$ cat config.mk
export PLATFORM = sky130hd
export DESIGN_NAME = retire_stall_counter
export DESIGN_NICKNAME = d
export VERILOG_FILES = /design/src/rtl/rs_pkg.sv /design/src/rtl/rs_tag_match.sv /design/src/rtl/rs_sat_counter.sv /design/src/rtl/rs_ctrl.sv /design/src/rtl/retire_stall_counter.sv
export SDC_FILE = /design/constraint.sdc
export NUM_CORES = 1
export LEC_CHECK = 0
export BUFFER_PORTS_ARGS = -buffer_cell sky130_fd_sc_hd__buf_2
export CORE_UTILIZATION = 40
export CTS_CLUSTER_DIAMETER = 120
export DETAILED_ROUTE_END_ITERATION = 10
export HOLD_SLACK_MARGIN = 0.12
export PLACE_DENSITY = 0.71
export SLEW_MARGIN = 20
export SYNTH_ARGS = -nofsm -noshare
export SYNTH_HDL_FRONTEND = slang
export SYNTH_SLANG_ARGS = --single-unit
$ cat constraint.sdc
create_clock -name clk -period 3.1 [get_ports clk]
set_input_delay 0.62 -clock clk [delete_from_list [all_inputs] [get_ports clk]]
set_output_delay 0.62 -clock clk [all_outputs]
set_load 0.05 [all_outputs]
$ cat src/rtl/rs_pkg.sv
package rs_pkg;
  typedef enum logic [1:0] {
    ST_IDLE  = 2'd0,
    ST_TRACK = 2'd1,
    ST_WAIT  = 2'd2,
    ST_HOLD  = 2'd3
  } rs_state_e;
endpackage

$ cat src/rtl/rs_tag_match.sv
module rs_tag_match #(
  parameter int TAG_W = 6
) (
  input  logic [TAG_W-1:0] trk_tag,
  input  logic             wb_valid,
  input  logic [TAG_W-1:0] wb_tag,
  input  logic             head_valid,
  input  logic [TAG_W-1:0] head_tag,
  input  logic             ret_valid,
  input  logic [TAG_W-1:0] ret_tag,
  input  logic             squash_valid,
  input  logic [TAG_W-1:0] squash_tag,
  output logic             hit_wb,
  output logic             hit_head,
  output logic             hit_ret,
  output logic             hit_squash
);
  logic [TAG_W-1:0] trk_age;
  logic [TAG_W-1:0] cut_age;

  always_comb begin
    trk_age    = trk_tag - head_tag;
    cut_age    = squash_tag - head_tag;
    hit_wb     = wb_valid && (wb_tag == trk_tag);
    hit_head   = head_valid && (head_tag == trk_tag);
    hit_ret    = ret_valid && (ret_tag == trk_tag);
    hit_squash = squash_valid && (trk_age >= cut_age);
  end
endmodule

$ cat src/rtl/rs_sat_counter.sv
module rs_sat_counter #(
  parameter int CNT_W = 16
) (
  input  logic             clk,
  input  logic             rst_n,
  input  logic             clr,
  input  logic             en,
  output logic [CNT_W-1:0] cnt
);
  localparam logic [CNT_W-1:0] CNT_MAX = '1;

  always_ff @(posedge clk) begin
    if (!rst_n)              cnt <= '0;
    else if (clr)            cnt <= '0;
    else if (en && cnt != CNT_MAX) cnt <= cnt + 1'b1;
  end

  AST_NO_WRAP: assert property (@(posedge clk) disable iff (!rst_n)
    (cnt == CNT_MAX && !clr) |=> (cnt == CNT_MAX));
  AST_CLEAR_ZERO: assert property (@(posedge clk) disable iff (!rst_n)
    clr |=> (cnt == '0));
endmodule

$ cat src/rtl/rs_ctrl.sv
module rs_ctrl
  import rs_pkg::*;
(
  input  logic clk,
  input  logic rst_n,
  input  logic smp_start,
  input  logic hit_wb,
  input  logic hit_head,
  input  logic hit_ret,
  input  logic hit_squash,
  output logic cnt_clr,
  output logic cnt_en,
  output logic kind,
  output logic done
);
  rs_state_e state_q, state_n;
  logic      kind_n, done_n, abort;

  always_comb begin
    state_n = state_q;
    kind_n  = kind;
    done_n  = 1'b0;
    cnt_clr = 1'b0;
    cnt_en  = 1'b0;
    abort   = 1'b0;
    if (smp_start) begin
      state_n = ST_TRACK;
      kind_n  = 1'b0;
      cnt_clr = 1'b1;
    end else begin
      unique case (state_q)
        ST_IDLE: ;
        ST_TRACK: begin
          if (hit_squash) begin
            abort = 1'b1;
          end else if (hit_ret) begin
            state_n = ST_IDLE;
            kind_n  = 1'b1;
            done_n  = 1'b1;
          end else if (hit_wb) begin
            state_n = ST_WAIT;
            kind_n  = 1'b1;
          end else if (hit_head) begin
            state_n = ST_HOLD;
            kind_n  = 1'b0;
          end
        end
        ST_WAIT, ST_HOLD: begin
          if (hit_squash) begin
            abort = 1'b1;
          end else begin
            cnt_en = 1'b1;
            if (hit_ret) begin
              state_n = ST_IDLE;
              done_n  = 1'b1;
            end
          end
        end
        default: state_n = ST_IDLE;
      endcase
      if (abort) begin
        state_n = ST_IDLE;
        kind_n  = 1'b0;
        cnt_clr = 1'b1;
      end
    end
  end

  always_ff @(posedge clk) begin
    if (!rst_n) begin
      state_q <= ST_IDLE;
      kind    <= 1'b0;
      done    <= 1'b0;
    end else begin
      state_q <= state_n;
      kind    <= kind_n;
      done    <= done_n;
    end
  end

  AST_DONE_PULSE: assert property (@(posedge clk) disable iff (!rst_n)
    done |=> !done);
  AST_KIND_FIXED: assert property (@(posedge clk) disable iff (!rst_n)
    ((state_q == ST_WAIT || state_q == ST_HOLD) && !smp_start && !hit_squash)
      |=> $stable(kind));
  AST_ABORT_SILENT: assert property (@(posedge clk) disable iff (!rst_n)
    abort |=> (!done && !kind));
  AST_IDLE_QUIET: assert property (@(posedge clk) disable iff (!rst_n)
    (state_q == ST_IDLE && !smp_start) |=> !done);
endmodule

$ cat src/rtl/retire_stall_counter.sv
module retire_stall_counter #(
  parameter int TAG_W = 6,
  parameter int CNT_W = 16
) (
  input  logic             clk,
  input  logic             rst_n,
  input  logic             smp_start,
  input  logic [TAG_W-1:0] smp_tag,
  input  logic             wb_valid,
  input  logic [TAG_W-1:0] wb_tag,
  input  logic             head_valid,
  input  logic [TAG_W-1:0] head_tag,
  input  logic             ret_valid,
  input  logic [TAG_W-1:0] ret_tag,
  input  logic             squash_valid,
  input  logic [TAG_W-1:0] squash_tag,
  output logic [CNT_W-1:0] stall_cycles,
  output logic             stall_kind,
  output logic             rec_done
);
  logic [TAG_W-1:0] trk_tag;
  logic hit_wb, hit_head, hit_ret, hit_squash;
  logic cnt_clr, cnt_en;

  always_ff @(posedge clk) begin
    if (!rst_n)         trk_tag <= '0;
    else if (smp_start) trk_tag <= smp_tag;
  end

  rs_tag_match #(.TAG_W(TAG_W)) u_match (
    .trk_tag(trk_tag), .wb_valid(wb_valid), .wb_tag(wb_tag),
    .head_valid(head_valid), .head_tag(head_tag),
    .ret_valid(ret_valid), .ret_tag(ret_tag),
    .squash_valid(squash_valid), .squash_tag(squash_tag),
    .hit_wb(hit_wb), .hit_head(hit_head), .hit_ret(hit_ret), .hit_squash(hit_squash)
  );

  rs_ctrl u_ctrl (
    .clk(clk), .rst_n(rst_n), .smp_start(smp_start),
    .hit_wb(hit_wb), .hit_head(hit_head), .hit_ret(hit_ret), .hit_squash(hit_squash),
    .cnt_clr(cnt_clr), .cnt_en(cnt_en), .kind(stall_kind), .done(rec_done)
  );

  rs_sat_counter #(.CNT_W(CNT_W)) u_cnt (
    .clk(clk), .rst_n(rst_n), .clr(cnt_clr), .en(cnt_en), .cnt(stall_cycles)
  );

  AST_START_CLEARS: assert property (@(posedge clk) disable iff (!rst_n)
    smp_start |=> (stall_cycles == '0 && !stall_kind && !rec_done));
  AST_HOLD_AFTER_DONE: assert property (@(posedge clk) disable iff (!rst_n)
    (rec_done && !smp_start) |=> $stable(stall_cycles));
endmodule

==> flow_metrics.env <==
export IMPL_drc_errors=0
export IMPL_max_cap_violations=0
export IMPL_hp_class="reg2reg"
export IMPL_insertion_delay_ns=0.28
export IMPL_p_leak_nw=1.13
export IMPL_antennaDiodeCount=0
export IMPL_critPathRequiredTime_ns=3.31
export IMPL_dp_slack_ns=-0.414
export IMPL_syn2layout_area_growth_pct=38.1
export IMPL_cts_sinks=26
export IMPL_synth_warnings=0
export IMPL_setup_violations=0
export IMPL_post_cts_setup_buffers=0
export IMPL_skew_ns=0.0101
export IMPL_yosysUniqueCellTypes=46
export IMPL_rows=25
export IMPL_grt_pass1_vias=1869
export IMPL_slew_headroom_pct=56.7
export IMPL_die_area_mm2=0.00522
export IMPL_max_freq_mhz=330
export IMPL_drtAntennaViolNets=0
export IMPL_die_h_um=72.3
export IMPL_drive_gt1_share_pct=39.9
export IMPL_numCtsBuffers=3
export IMPL_antenna_found_initial=0
export IMPL_cts_htree_levels=1
export IMPL_worstSetupEndpointType="flip-flop"
export IMPL_start_util_pct=41.8
export IMPL_boundaryPins=55
export IMPL_power_density_mw_per_mm2=362
export IMPL_port_buffers=54
export IMPL_rsz0062_at_grt="true"
export IMPL_drt_met1_wl_mm=2.42
export IMPL_drtIter0Drc=99
export IMPL_yosysTopAreaCell="dfxtp_1"
export IMPL_total_power_mw=0.987
export IMPL_syn_num_nets=288
export IMPL_ctsLongestPathBuffers=2
export IMPL_wirelength_mm=5.34
export IMPL_first_pass_iters=4
export IMPL_clk_pin_slew_ns=0.10
export IMPL_grt_pass1_wl_mm=8.49
export IMPL_cp_arrival_ns=3.24
export IMPL_gp_congestion=0.884
export IMPL_whs_ns=0.510
export IMPL_worst_pin_slew_ns=0.644
export IMPL_hold_viol_final=0
export IMPL_clockRootBuffer="clkbuf_8"
export IMPL_post_route_period_util_pct=97.7
export IMPL_ctsHoldBuffers=0
export IMPL_cp_max_fo=6
export IMPL_fin_crit_ns=3.03
export IMPL_fill_cells=441
export IMPL_seq_area_frac_synth_pct=26.4
export IMPL_synth_edf_count=0
export IMPL_grt_overflow=0
export IMPL_wl_per_cell_um=14.1
export IMPL_wl_met3_um=170
export IMPL_synth_top_flop_cell="dfxtp_1"
export IMPL_place_hpwl_mm=3.85
export IMPL_syn_area_mm2=0.00197
export IMPL_worstSetupStartpointType="primary input"
export IMPL_wl_met2_mm=2.69
export IMPL_syn_avg_cell_area_um2=8.51
export IMPL_die_w_um=72.3
export IMPL_vias_per_cell=5.44
export IMPL_synth_area_top_cells="dfxtp_1 (26%), ha_1 (11%), a21oi_1 (5.8%)"
export IMPL_fin_nets=368
export IMPL_outcome="finished clean"
export IMPL_slew_violations=0
export IMPL_layout_setup_ws_ns=0.0718
export IMPL_fp_coreArea_mm2=0.00472
export IMPL_critical_path_class="in2reg"
export IMPL_synthCells=232
export IMPL_ys_ff_latch=26
export IMPL_top_layer_used="met4"
export IMPL_vias=2055
export IMPL_cts_tree="yes"
export IMPL_grt_max_degree=25
export IMPL_ir_drop_mv=0.159
export IMPL_grt_usage_pct=20.6
export IMPL_async_reset_ff_share_pct=0
export IMPL_synth_top_cell_area_share_pct=26.4
[metal layers]
layer  global-route usage, %  up-vias
met1                    27.7      974
met3                    2.08        4
met4                    6.97        0
met5                       0        -
met2                    34.5       43
li1                        -     1034
[synthesized netlist by cell type, types with 8 or more instances]
master,number
nand4_1,11
a21oi_1,23
nor2_1,10
xor2_1,8
nand2_1,13
dfxtp_1,26
o31ai_1,10
nor2b_1,9
ha_1,17
or4_1,12
inv_1,17
xnor2_1,11
[worst paths after layout]
path / startpoint / to / depth (start not counted) / slack [ns]
worst max-delay path: head_tag[1] / u_ctrl.kind / 17 / 0.07
worst min-delay path: u_cnt.cnt[15] / u_cnt.cnt[15] / 2 / 0.51
worst max register to register: trk_tag[0] / u_cnt.cnt[11] / 12 / 0.15
worst min register to register: u_cnt.cnt[15] / u_cnt.cnt[15] / 2 / 0.51
[layout by cell type (no fill, tap or decap), types with 6 or more instances in the layout]
| cell type | count |
|---|---|
| nand3_1 | 6 |
| nor2b_1 | 7 |
| xor2_1 | 8 |
| buf_4 | 24 |
| nand2_1 | 11 |
| a21oi_1 | 17 |
| nand4_1 | 11 |
| or4_1 | 7 |
| ha_1 | 14 |
| o31ai_1 | 8 |
| inv_1 | 16 |
| dfxtp_1 | 26 |
| nor2_1 | 9 |
| a21oi_2 | 6 |
| mux2i_1 | 7 |
| buf_2 | 53 |
| xnor2_1 | 11 |
[repair_timing]
action,CTS,global route
gates resized for setup,6,24
setup endpoints to repair,17,18
gates cloned,2,0
pin swaps,6,5
[through the flow]
step | utilization, % | instances | instance area, µm² | TNS (ns)
2_1_floorplan | - | 232 | 2020 | -1.33
3_3_place_gp | 53.2 | 372 | 2510 | -5.47
3_5_place_dp | 53.2 | 372 | 2510 | -6.65
4_1_cts | 55.3 | 378 | 2610 | -0.00322
5_1_grt | 57.7 | 378 | 2730 | -0.638
6_report | 57.7 | 378 | 2730 | 0
[cell type report]
cell class,instances,area [µm²],area share (%)
Multi-Input combinational cell,185,1530,56.2
Sequential cell,26,520,19.1
Timing Repair Buffer,79,468,17.2
Tap cell,67,83.8,3.07
Inverter,17,67.6,2.48
Clock buffer,4,55.1,2.02
[flip-flops by register name (all words and copies together), names as in the netlist]
signal and cells:
u_cnt.cnt 16, trk_tag 6, u_ctrl.state_q 2, u_ctrl.done 1
u_ctrl.kind 1
[logic make-up (layout without fill, tap and decap cells)]
kind of cell | Yosys count | after routing | share of synthesized area (%)
AO/OA/AOI/OAI | 56 | 58 | 18.6
multiplexers | 7 | 7 | 3.55
adder cells (fa/ha/maj) | 19 | 19 | 12.8
XOR/XNOR | 19 | 19 | 8.43
flip-flops | 26 | 26 | 26.4
AND/OR/NAND/NOR | 82 | 82 | 24.5
buffers and inverters | 23 | 100 | 5.70
[worst max-delay path, stage by stage]
cell	delay, ns
buf_6	0.07
clkinvlp_4	0.12
ha_4	0.24
nor2b_4	0.12
o21ai_2	0.14
a21boi_2	0.07
or4_1	0.43
nand3_2	0.12
ha_4	0.14
buf_4	0.11
o21ai_1	0.06
nor2_2	0.23
buf_4	0.16
o21ai_1	0.08
buf_4	0.17
a41o_1	0.24
a21oi_1	0.11
[report_power, final]
part	internal, mW	total (mW)	leakage [nW]	switching (mW)
registers	0.340	0.349	0.211	0.00914
logic	0.202	0.413	0.892	0.211
clock network	0.114	0.225	0.0288	0.111
Power figures use the tool's default switching activity.
